$ cat config.mk
export PLATFORM = sky130hd
export DESIGN_NAME = buf_piso_shifter
export DESIGN_NICKNAME = d
export VERILOG_FILES = /design/src/rtl/buf_piso_pkg.sv /design/src/rtl/strobe_edge.sv /design/src/rtl/hold_reg.sv /design/src/rtl/shift_chain.sv /design/src/rtl/buf_piso_shifter.sv
export SDC_FILE = /design/constraint.sdc
export NUM_CORES = 1
export LEC_CHECK = 0
export ABC_AREA = 1
export BUFFER_PORTS_ARGS = -buffer_cell sky130_fd_sc_hd__buf_2
export CORE_ASPECT_RATIO = 1.1
export CORE_MARGIN = 2
export CORE_UTILIZATION = 40
export CTS_BUF_LIST = sky130_fd_sc_hd__clkbuf_2
export DETAILED_ROUTE_END_ITERATION = 8
export SLEW_MARGIN = 0
export SYNTH_ARGS = -nofsm -noshare
export SYNTH_HDL_FRONTEND = slang
export SYNTH_SLANG_ARGS = --single-unit
$ cat constraint.sdc
create_clock -name clk -period 1.2 [get_ports clk]
set_input_delay 0.24 -clock clk [delete_from_list [all_inputs] [get_ports clk]]
set_output_delay 0.24 -clock clk [all_outputs]
set_load 0.02 [all_outputs]
$ cat src/rtl/buf_piso_pkg.sv
package buf_piso_pkg;

  typedef enum logic [1:0] {
    OP_HOLD  = 2'd0,
    OP_SHIFT = 2'd1,
    OP_LOAD  = 2'd2,
    OP_CLEAR = 2'd3
  } chain_op_e;

  // Rising edge between two consecutive samples of a strobe level.
  function automatic logic rise_of(input logic now_v, input logic prev_v);
    return now_v & ~prev_v;
  endfunction

  // Priority: clear, then load, then shift, else hold.
  function automatic chain_op_e pick_op(input logic clr_n, input logic ld_n,
                                        input logic shf_evt);
    if (!clr_n)       return OP_CLEAR;
    else if (!ld_n)   return OP_LOAD;
    else if (shf_evt) return OP_SHIFT;
    else              return OP_HOLD;
  endfunction

endpackage

$ cat src/rtl/strobe_edge.sv
module strobe_edge (
  input  logic clk,
  input  logic rst_n,
  input  logic level_i,
  output logic evt_o
);
  import buf_piso_pkg::*;

  logic prev_q;

  always_ff @(posedge clk or negedge rst_n) begin
    if (!rst_n) prev_q <= 1'b0;
    else        prev_q <= level_i;
  end

  assign evt_o = rise_of(level_i, prev_q);
endmodule

$ cat src/rtl/hold_reg.sv
module hold_reg #(
  parameter int WIDTH = 8
) (
  input  logic             clk,
  input  logic             rst_n,
  input  logic             cap_evt,
  input  logic [WIDTH-1:0] d_i,
  output logic [WIDTH-1:0] q_o
);
  always_ff @(posedge clk or negedge rst_n) begin
    if (!rst_n)       q_o <= '0;
    else if (cap_evt) q_o <= d_i;
  end
endmodule

$ cat src/rtl/shift_chain.sv
module shift_chain #(
  parameter int WIDTH = 8
) (
  input  logic                     clk,
  input  logic                     rst_n,
  input  buf_piso_pkg::chain_op_e  op_i,
  input  logic                     ser_i,
  input  logic [WIDTH-1:0]         load_i,
  output logic [WIDTH-1:0]         q_o
);
  import buf_piso_pkg::*;

  logic [WIDTH-1:0] up_src;

  for (genvar g = 0; g < WIDTH; g++) begin : g_stage
    if (g == 0) begin : g_first
      assign up_src[g] = ser_i;
    end else begin : g_rest
      assign up_src[g] = q_o[g-1];
    end

    always_ff @(posedge clk or negedge rst_n) begin
      if (!rst_n) begin
        q_o[g] <= 1'b0;
      end else begin
        unique case (op_i)
          OP_CLEAR: q_o[g] <= 1'b0;
          OP_LOAD:  q_o[g] <= load_i[g];
          OP_SHIFT: q_o[g] <= up_src[g];
          default:  q_o[g] <= q_o[g];
        endcase
      end
    end
  end
endmodule

$ cat src/rtl/buf_piso_shifter.sv
module buf_piso_shifter #(
  parameter int WIDTH = 8
) (
  input  logic             clk,
  input  logic             rst_n,
  input  logic [WIDTH-1:0] par_in,
  input  logic             cap_strobe,
  input  logic             shf_strobe,
  input  logic             clr_n,
  input  logic             ld_n,
  input  logic             ser_in,
  output logic             ser_out
);
  import buf_piso_pkg::*;

  localparam int TOP = WIDTH - 1;

  logic             cap_evt;
  logic             shf_evt;
  logic [WIDTH-1:0] store_q;
  logic [WIDTH-1:0] shift_q;
  chain_op_e        chain_op;

  strobe_edge u_cap_edge (
    .clk     (clk),
    .rst_n   (rst_n),
    .level_i (cap_strobe),
    .evt_o   (cap_evt)
  );

  strobe_edge u_shf_edge (
    .clk     (clk),
    .rst_n   (rst_n),
    .level_i (shf_strobe),
    .evt_o   (shf_evt)
  );

  hold_reg #(.WIDTH(WIDTH)) u_hold (
    .clk     (clk),
    .rst_n   (rst_n),
    .cap_evt (cap_evt),
    .d_i     (par_in),
    .q_o     (store_q)
  );

  assign chain_op = pick_op(clr_n, ld_n, shf_evt);

  shift_chain #(.WIDTH(WIDTH)) u_chain (
    .clk    (clk),
    .rst_n  (rst_n),
    .op_i   (chain_op),
    .ser_i  (ser_in),
    .load_i (store_q),
    .q_o    (shift_q)
  );

  assign ser_out = shift_q[TOP];
endmodule

==> results.md <==
| Parameter | This run | Unit |
| --- | --- | --- |
| Width of the chip | 47.0 | um |
| Detailed-router iteration count before antenna repair | 3 | - |
| Worst Clk Skew | 7.22 | ps |
| Kind of path behind the tightest hold check | primary input to flop | - |
| Number of design-rule violations left by the first detailed-router iteration | 13 | - |
| Cells after Synth | 102 | - |
| Cell Area, Synth | 812 | um^2 |
| Number of distinct library cells after synthesis | 11 | - |
| Worst-margin pin slew | 398 | ps |
| Routed wirelength normalized by instance count | 9.46 | um |
| Detailed Route WL | 1410 | um |
| Area growth, synth to finish | 16.9 | % |
| Min Hold Slack | 112 | ps |
| Post-synth top flop | sky130_fd_sc_hd__dfrtp_1 | - |
| Part of the cycle the worst path needs | 0.910 | - |
| Remaining design rule violation count | 0 | - |
| DRT antenna net count | 0 | - |
| Power per cell area | 1160 | mW/mm^2 |
| Placed wire-length estimate | 1060 | um |
| Critical Path RT | 960 | ps |
| Total via count in the routed design | 663 | - |
| Register-to-register setup slack | 300 | ps |
| Clk root buf | sky130_fd_sc_hd__clkbuf_2 | - |
| Tmin final | 1090 | ps |
| Most common cell in the netlist | sky130_fd_sc_hd__nand2_1 | - |
| Endpoint type of the worst setup path | primary output | - |
| Total number of nets in the final design | 138 | - |
| Biggest cell delay along the critical path | 410 | ps |
| End-of-flow core utilization | 0.485 | - |
| WP data arrival | 850 | ps |
| Fraction of the yosys area taken by sequential cells | 0.555 | - |
| Core Footprint | 0.00196 | mm^2 |
| Count of cells along the worst register-to-register path | 5 | - |
| Starting density of the core | 0.415 | - |
| Startpoint Class | flop | - |
| Clock slew seen by the registers of the worst setup and hold paths | 150 | ps |
| Async SR Flop Fraction | 1.00 | - |
| Final setup viols | 0 | - |
| Final std cells w/o fill | 149 | - |
| Reg-to-Reg End | u_chain.q_o[7] | - |
| Worst Hold Path EP | u_shf_edge.prev_q | - |
| Cts bufs inserted | 3 | - |
| Final GP Congestion | 0.786 | - |
| Largest area contributor in the netlist | sky130_fd_sc_hd__dfrtp_1 | - |
| Clock tree from TritonCTS | yes | - |
| Grt ovf | 0 | - |
| Ratio of routed vias to standard cells | 4.45 | - |
| Ys Warns | 0 | - |
| Antenna violations before repair | 0 | - |
| Total of flip-flops plus latches after synthesis | 18 | - |
| Crit-path leading delay family | flip-flops | - |
| Power after layout | 0.00110 | W |
| Unrepaired setup endpoints after global routing | no | - |
| GRT Total Usage | 0.157 | - |
| Largest net degree at the start of global routing | 19 | - |
| Final hold violation count | 0 | - |
| Relative slew slack | 0.735 | - |
| Die footprint | 0.00241 | mm^2 |
| CP Class | flop to primary output | - |
| Master of the slowest instance on the critical path | sky130_fd_sc_hd__dfrtp_1 | - |
| Synthesized area per cell | 7.96 | um^2 |
| Share of post-route cells with drive strength above 1 | 0.231 | - |
| Boundary pin count | 16 | - |
| Maximum clock frequency | 915 | MHz |
| Worst-case clock buffer depth | 2 | - |
| Count of antenna diodes in the layout | 0 | - |
| Post-synth top area share | 0.555 | - |
| Number of flops mapped to enable cells by yosys | 0 | - |
| Area taken by flip-flops and latches | 450 | um^2 |
| Buffers on Ports | 15 | - |
| Global-route wire length before repair | 2710 | um |
| Final count of pins violating max slew | 0 | - |
| Max Cap Viol | 0 | - |
| Post-CTS setup buffers | 0 | - |
| Start point of the worst min-delay path | shf_strobe | - |
| CTS H-tree depth | 1 | - |
| Leakage dissipation | 0.549 | nW |
| Clock sink total | 18 | - |
| Site Rows | 17 | - |
| Start of the worst register-to-register path | u_shf_edge.prev_q | - |
| VDD IR max | 0.557 | mV |
| Status | complete, no violations | - |
| Vias in the first global route | 658 | - |
| Critical path buffers and inverters | 1 | - |
| Cell types with the largest area share after synthesis | sky130_fd_sc_hd__dfrtp_1 55%, sky130_fd_sc_hd__nand2_1 28%, sky130_fd_sc_hd__nand3_1 6.2%, sky130_fd_sc_hd__nor2_2 3.1%, sky130_fd_sc_hd__a21oi_4 2.0% | - |
| Setup total negative slack | 0 | ps |
| Crit path max fanout | 2 | - |
| Number of filler cells placed in the layout | 213 | - |
| Worst Hold Path Cells | 1 | - |
| Instance count after placement with tap cells included | 145 | - |
| Insertion delay of the later-clocked pin in the worst-skew pair | 280 | ps |
| Number of nets in the synthesized netlist | 117 | - |
| Total area of multi-input combinational cells | 338 | um^2 |
| DIE HEIGHT | 51.3 | um |
| Leading cell types by count after synthesis | 61 x sky130_fd_sc_hd__nand2_1, 18 x sky130_fd_sc_hd__dfrtp_1, 10 x sky130_fd_sc_hd__nand3_1, 4 x sky130_fd_sc_hd__nor2_2 | - |
| Cell breakdown of the critical path | buf_2 | - |
[registers in the layout, indices dropped and copies added, names as in the netlist]
signal and cells:
u_cap_edge.prev_q 1, u_chain.q_o 8, u_hold.q_o 8, u_shf_edge.prev_q 1
[logic make-up (layout without fill, tap and decap cells)]
kind of cell | after synthesis | after routing | share of synthesized area
DFF | 18 | 18 | 0.555
and+or+nand+nor | 77 | 77 | 0.396
buffers and inverters | 6 | 25 | 0.0293
AOI/OAI and AO/OA | 1 | 1 | 0.0200
[report_power, final]
| part | switching, W | internal (W) |
|---|---|---|
| registers | 0.0000338 | 0.000667 |
| clock network | 0.000168 | 0.0000682 |
| logic | 0.0000998 | 0.0000635 |
| total | 0.000301 | 0.000798 |
[final cells by class]
class / instances / share of cell area
clock buffers: 3 / 0.0158
inverters: 5 / 0.0198
multi-input cells: 78 / 0.356
flip-flops and latches: 18 / 0.474
well taps: 28 / 0.0369
repair buffers: 17 / 0.0975
[layout by cell type, fill, tap and decap left out]
cell	Yosys	final
sky130_fd_sc_hd__buf_2	1	15
sky130_fd_sc_hd__a21oi_4	1	1
sky130_fd_sc_hd__inv_1	2	2
sky130_fd_sc_hd__nand3_1	10	10
sky130_fd_sc_hd__nand2_1	61	61
sky130_fd_sc_hd__nand2_4	1	1
sky130_fd_sc_hd__inv_2	2	2
sky130_fd_sc_hd__buf_4	0	1
sky130_fd_sc_hd__dlygate4sd3_1	0	1
sky130_fd_sc_hd__nand2_2	1	1
sky130_fd_sc_hd__clkinv_1	1	1
sky130_fd_sc_hd__dfrtp_1	18	18
sky130_fd_sc_hd__nor2_2	4	4
sky130_fd_sc_hd__clkbuf_2	0	3
[how the worst max path moves through the flow]
stage | startpoint | to | slack, ps | cells past startpoint
final | u_chain.q_o[7] | ser_out | 110 | 1
after global routing | u_chain.q_o[7] | ser_out | 30 | 1
after CTS | u_chain.q_o[7] | ser_out | 70 | 1
after detailed placement | clr_n | u_chain.q_o[7] | 220 | 6
after global placement | clr_n | u_chain.q_o[7] | 240 | 6
after floorplan | u_cap_edge.prev_q | u_hold.q_o[0] | 350 | 4
[through the flow]
step / worst slack [ps] / cell area, um^2
after floorplan: 353 / 812
after global placement: 236 / 925
after detailed placement: 224 / 925
after CTS: 71.9 / 950
after global routing: 29.4 / 950
final: 108 / 950
[timing repair]
| action | CTS | global route |
|---|---|---|
| resized for setup | 0 | 0 |
| endpoints found under the hold margin | 18 | 0 |
| hold buffers | 1 | 0 |
[layer usage]
| layer | routed length [um] | global-route usage | part of all wire | vias to the layer above |
|---|---|---|---|---|
| met1 | 687 | 0.213 | 0.49 | 295 |
| met5 | 0 | 0 | 0 | - |
| met2 | 658 | 0.231 | 0.47 | 13 |
| met3 | 48 | 0.0212 | 0.034 | 2 |
| met4 | 14 | 0.0972 | 0.0099 | 0 |
| li1 | - | - | - | 353 |
(Power assumes the default switching activity.)
